[config.mk]
export PLATFORM = sky130hd
export DESIGN_NAME = ramp_servo_adc
export DESIGN_NICKNAME = d
export VERILOG_FILES = /design/src/rtl/adc_ctrl_pkg.sv /design/src/rtl/adc_count_path.sv /design/src/rtl/adc_seq_ctrl.sv /design/src/rtl/ramp_servo_adc.sv
export SDC_FILE = /design/constraint.sdc
export NUM_CORES = 1
export LEC_CHECK = 0
export ABC_AREA = 0
export ABC_CLOCK_PERIOD_IN_PS = 3800
export BUFFER_PORTS_ARGS = -buffer_cell sky130_fd_sc_hd__buf_2
export CAP_MARGIN = 20
export CORE_MARGIN = 2
export CORE_UTILIZATION = 54
export DETAILED_ROUTE_END_ITERATION = 10
export PLACE_DENSITY_LB_ADDON = 0.25
export SKIP_CTS_REPAIR_TIMING = 1
export SLEW_MARGIN = 20
export SYNTH_ARGS = -nofsm -noshare
export SYNTH_HDL_FRONTEND = slang
export SYNTH_HIERARCHICAL = 1
export SYNTH_SLANG_ARGS = --single-unit
[constraint.sdc]
create_clock -name clk -period 3.8 [get_ports clk]
set_input_delay 1.14 -clock clk [delete_from_list [all_inputs] [get_ports clk]]
set_output_delay 1.14 -clock clk [all_outputs]
set_load 0.01 [all_outputs]
[src/rtl/adc_ctrl_pkg.sv]
package adc_ctrl_pkg;
  // Strobes from the sequencer to the counter datapath
  typedef struct packed {
    logic clear;
    logic up;
    logic down;
    logic capture;
  } stepCmd_t;

  typedef enum logic [1:0] {
    PH_IDLE  = 2'd0,
    PH_RAMP  = 2'd1,
    PH_SERVO = 2'd2
  } phase_t;
endpackage

[src/rtl/adc_count_path.sv]
module adc_count_path
  import adc_ctrl_pkg::*;
#(
  parameter int N = 8
) (
  input  logic         clk,
  input  logic         rstN,
  input  stepCmd_t     cmd,
  output logic [N-1:0] code,
  output logic [N-1:0] result,
  output logic         atTop,
  output logic         atBottom
);
  localparam logic [N-1:0] ONE = {{(N-1){1'b0}}, 1'b1};

  always_ff @(posedge clk) begin
    if (!rstN) begin
      code   <= '0;
      result <= '0;
    end else begin
      if (cmd.clear)      code <= '0;
      else if (cmd.up)    code <= code + ONE;
      else if (cmd.down)  code <= code - ONE;
      if (cmd.capture)    result <= code;
    end
  end

  assign atTop    = &code;
  assign atBottom = ~|code;
endmodule

[src/rtl/adc_seq_ctrl.sv]
module adc_seq_ctrl
  import adc_ctrl_pkg::*;
(
  input  logic     clk,
  input  logic     rstN,
  input  logic     startReq,
  input  logic     trackMode,
  input  logic     cmpAbove,
  input  logic     atTop,
  input  logic     atBottom,
  output stepCmd_t cmd,
  output logic     done,
  output logic     rampActive,
  output logic     servoActive
);
  phase_t phase, phaseNext;
  logic   doneNext;

  always_comb begin
    phaseNext = phase;
    cmd       = '0;
    doneNext  = 1'b0;
    unique case (phase)
      PH_IDLE: begin
        if (startReq) begin
          if (trackMode) begin
            phaseNext = PH_SERVO;
          end else begin
            phaseNext = PH_RAMP;
            cmd.clear = 1'b1;
          end
        end
      end
      PH_RAMP: begin
        if (cmpAbove && !atTop) begin
          cmd.up = 1'b1;
        end else begin
          cmd.capture = 1'b1;
          doneNext    = 1'b1;
          phaseNext   = PH_IDLE;
        end
      end
      PH_SERVO: begin
        if (!trackMode)                 phaseNext = PH_IDLE;
        else if (cmpAbove && !atTop)    cmd.up    = 1'b1;
        else if (!cmpAbove && !atBottom) cmd.down = 1'b1;
      end
      default: phaseNext = PH_IDLE;
    endcase
  end

  always_ff @(posedge clk) begin
    if (!rstN) begin
      phase <= PH_IDLE;
      done  <= 1'b0;
    end else begin
      phase <= phaseNext;
      done  <= doneNext;
    end
  end

  assign rampActive  = (phase == PH_RAMP);
  assign servoActive = (phase == PH_SERVO);
endmodule

[src/rtl/ramp_servo_adc.sv]
module ramp_servo_adc
  import adc_ctrl_pkg::*;
#(
  parameter int N = 8
) (
  input  logic         clk,
  input  logic         rstN,
  input  logic         startReq,
  input  logic         trackMode,
  input  logic         cmpAbove,
  output logic [N-1:0] dacCode,
  output logic [N-1:0] result,
  output logic         done,
  output logic         busy
);
  stepCmd_t stepCmd;
  logic     atTop, atBottom, rampActive, servoActive;

  adc_seq_ctrl u_ctrl (
    .clk        (clk),
    .rstN       (rstN),
    .startReq   (startReq),
    .trackMode  (trackMode),
    .cmpAbove   (cmpAbove),
    .atTop      (atTop),
    .atBottom   (atBottom),
    .cmd        (stepCmd),
    .done       (done),
    .rampActive (rampActive),
    .servoActive(servoActive)
  );

  adc_count_path #(.N(N)) u_path (
    .clk     (clk),
    .rstN    (rstN),
    .cmd     (stepCmd),
    .code    (dacCode),
    .result  (result),
    .atTop   (atTop),
    .atBottom(atBottom)
  );

  assign busy = rampActive | servoActive;
endmodule

==> results.sh <==
export IMPL_syn2layout_area_growth_pct=13.6
export IMPL_synth_ff_latch_count=19
export IMPL_insertion_delay_ns=0.29
export IMPL_async_flop_share_pct=0
export IMPL_post_route_period_util_pct=80.6
export IMPL_root_buffer="clkbuf_4"
export IMPL_dieArea_um2=2560
export IMPL_dp_worst_setup_slack_ns=0.457
export IMPL_final_nets=170
export IMPL_cts_sinks=19
export IMPL_rsz0062_at_grt="false"
export IMPL_synth_area_leaders="dfxtp_1, ha_1, mux2i_1"
export IMPL_setup_tns_ns=0
export IMPL_yosysWarnings=6
export IMPL_dieHeight_um=50.6
export IMPL_place_gp_congestion=0.885
export IMPL_final_max_slew_viol_count=0
export IMPL_stdcell_count=181
export IMPL_fmax_ghz=0.326
export IMPL_synth_edf_count=0
export IMPL_drtAntennaViolNets=0
export IMPL_maxCapViolations=0
export IMPL_overflow=0
export IMPL_p_leak_nw=0.575
export IMPL_cts_tree="yes"
export IMPL_tightest_slew_ns=0.818
export IMPL_hpwl_mm=1.81
export IMPL_reg2reg_slack_ns=1.09
export IMPL_vias=1038
export IMPL_cts_buffer_depth=2
export IMPL_yosys_top_cells_count="dfxtp_1, mux2i_1, nand2_1"
export IMPL_htreeDepth=1
export IMPL_antenna_found_initial=0
export IMPL_r2r_start="u_ctrl/phase[0]"
export IMPL_status="finished, final reports clean"
export IMPL_drive_gt1_share_pct=23.4
export IMPL_synthFlopType="dfxtp_1"
export IMPL_rows=16
export IMPL_start_util_pct=58.5
export IMPL_irDropWorstVdd_v=0.000194
export IMPL_grt_pass1_wl_mm=4.23
export IMPL_cp_arrival_ns=3.30
export IMPL_yosysMostFrequentCell="dfxtp_1"
export IMPL_crit_path_end_kind="flop"
export IMPL_syn_nets=146
export IMPL_crit_type="in -> reg"
export IMPL_avgRoutedWirePerCell_um=13.2
export IMPL_p_per_area_nw_per_um2=332
export IMPL_reg2regPathDepth=11
export IMPL_synth_top_cell_area_share_pct=32.5
export IMPL_drt_total_wl_mm=2.39
export IMPL_slowest_delay_ns=0.37
export IMPL_worstPathRequired_ns=4.03
export IMPL_fin_crit_ns=3.06
export IMPL_die_w_um=50.6
export IMPL_ys_types=43
export IMPL_io_buffers=22
export IMPL_skew_ns=0.00833
export IMPL_grt_pass1_vias=960
export IMPL_drt_iter0_markers=32
export IMPL_postLayoutCellArea_um2=1330
export IMPL_crit_fanout=7
export IMPL_yosys_area_top_type="dfxtp_1"
export IMPL_drc=0
export IMPL_hp_start="u_ctrl/phase[0]"
export IMPL_insertedDiodeCount=0
export IMPL_dpl_cell_count=177
export IMPL_track_usage_pct=21.4
export IMPL_worstHoldEndpoint="u_ctrl/phase[0]"
export IMPL_cp_cell_sequence="buf_2 > nand2_1 > a211oi_1 > inv_1 > ha_1 > a211oi_2 > nor3_2 > mux2_4 > a21o_1 > a21oi_2"
export IMPL_synth_seq_area_share_pct=32.5
export IMPL_hold_depth=2
export IMPL_via_per_inst=5.73
export IMPL_critPathLaunchType="input pin"
export IMPL_io_pins=23
export IMPL_maxSlewHeadroom_pct=45.3
export IMPL_synth_area_um2=1170
export IMPL_netlist_instances=131
export IMPL_clk_pin_slew_ns=0.11
export IMPL_slowest_stage="ha_1"
export IMPL_setup_violations=0
export IMPL_dpl_cell_area_um2=1300
export IMPL_grt_max_degree=16
export IMPL_synth_avg_cell_area_um2=8.94
export IMPL_timing_rr_end="u_path/code[7]"
export IMPL_cts_buffers=3
export IMPL_holdCritPathClass="reg -> reg"
export IMPL_core_um2=2000
export IMPL_hold_viol_final=0
export IMPL_p_total_w=0.000441
export IMPL_setup_slack_ns=0.736
export IMPL_firstDrtPassIters=4
## sequential cells by signal, indices dropped and copies added (netlist names)
name	flops
u_path/result	8
u_path/code	8
u_ctrl/done	1
u_ctrl/phase	2
## stage by stage
stage               util [%]  hold WS [ns]
floorplan                  -         0.451
global placement        65.1         0.468
detailed placement      65.1         0.488
CTS                     66.4         0.503
global route            66.4         0.529
finish                  66.4         0.503
## kinds of logic (layout without fill, tap and decap cells)
family                   Yosys count  after routing  share of synthesized area (%)
AO/OA/AOI/OAI                     23             23                           13.9
XOR/XNOR                           3              3                           2.24
adder cells (fa/ha/maj)           10             10                           11.3
buffers and inverters             11             34                           3.95
flip-flops                        19             19                           32.5
multiplexers                      12             12                           10.7
AND/OR/NAND/NOR                   53             53                           25.4
## report_power, final
part	internal [W]	switching [W]
combinational	0.0000553	0.0000684
clock	0.0000391	0.0000615
sequential	0.000207	0.00000998
## worst max path at each step
stage	slack [ns]	end	from	depth (start not counted)
3_5_place_dp	0.46	u_path/code[7]	trackMode	10
6_report	0.74	u_path/code[7]	trackMode	10
3_3_place_gp	0.55	u_path/code[7]	trackMode	10
2_1_floorplan	0.44	u_path/code[7]	trackMode	9
5_1_grt	0.58	u_path/code[7]	trackMode	10
4_1_cts	0.77	u_path/code[7]	trackMode	10
## metal layers
metal	vias to the layer above	global-route usage (%)	share of wire [%]
met5	-	0	0
met4	0	6.31	1.7
met3	7	1.79	5.8
met2	40	38.2	49
met1	478	27.3	44
li1	513	-	-
## cells in the final DEF, fill, tap and decap left out, drive strengths merged, types with 3 or more instances in the layout
master   n
buf     23
dfxtp   19
mux2i   11
nand2   10
ha       9
nor2b    9
a21oi    9
nor2     8
nand3    7
inv      7
o21ai    4
clkbuf   3
a211oi   3
nor3     3
or4      3
a21o     3
## cell type report
| cell class | instances | area [um^2] |
|---|---|---|
| Inverter | 7 | 26.3 |
| Clock inverter | 1 | 5.00 |
| Timing Repair Buffer | 23 | 118 |
| Sequential cell | 19 | 380 |
| Tap cell | 27 | 33.8 |
| Clock buffer | 3 | 22.5 |
| Multi-Input combinational cell | 101 | 744 |
| Fill cell | 175 | 672 |
## critical path: cells and delay by family
| kind | cells | cell delay [ns] |
|---|---|---|
| AO/OA/AOI/OAI | 4 | 0.96 |
| adder cells (fa/ha/maj) | 1 | 0.37 |
| buffers and inverters | 2 | 0.32 |
| multiplexers | 1 | 0.31 |
| AND/OR/NAND/NOR | 2 | 0.19 |
No activity file was read; power rests on OpenSTA's default activity.
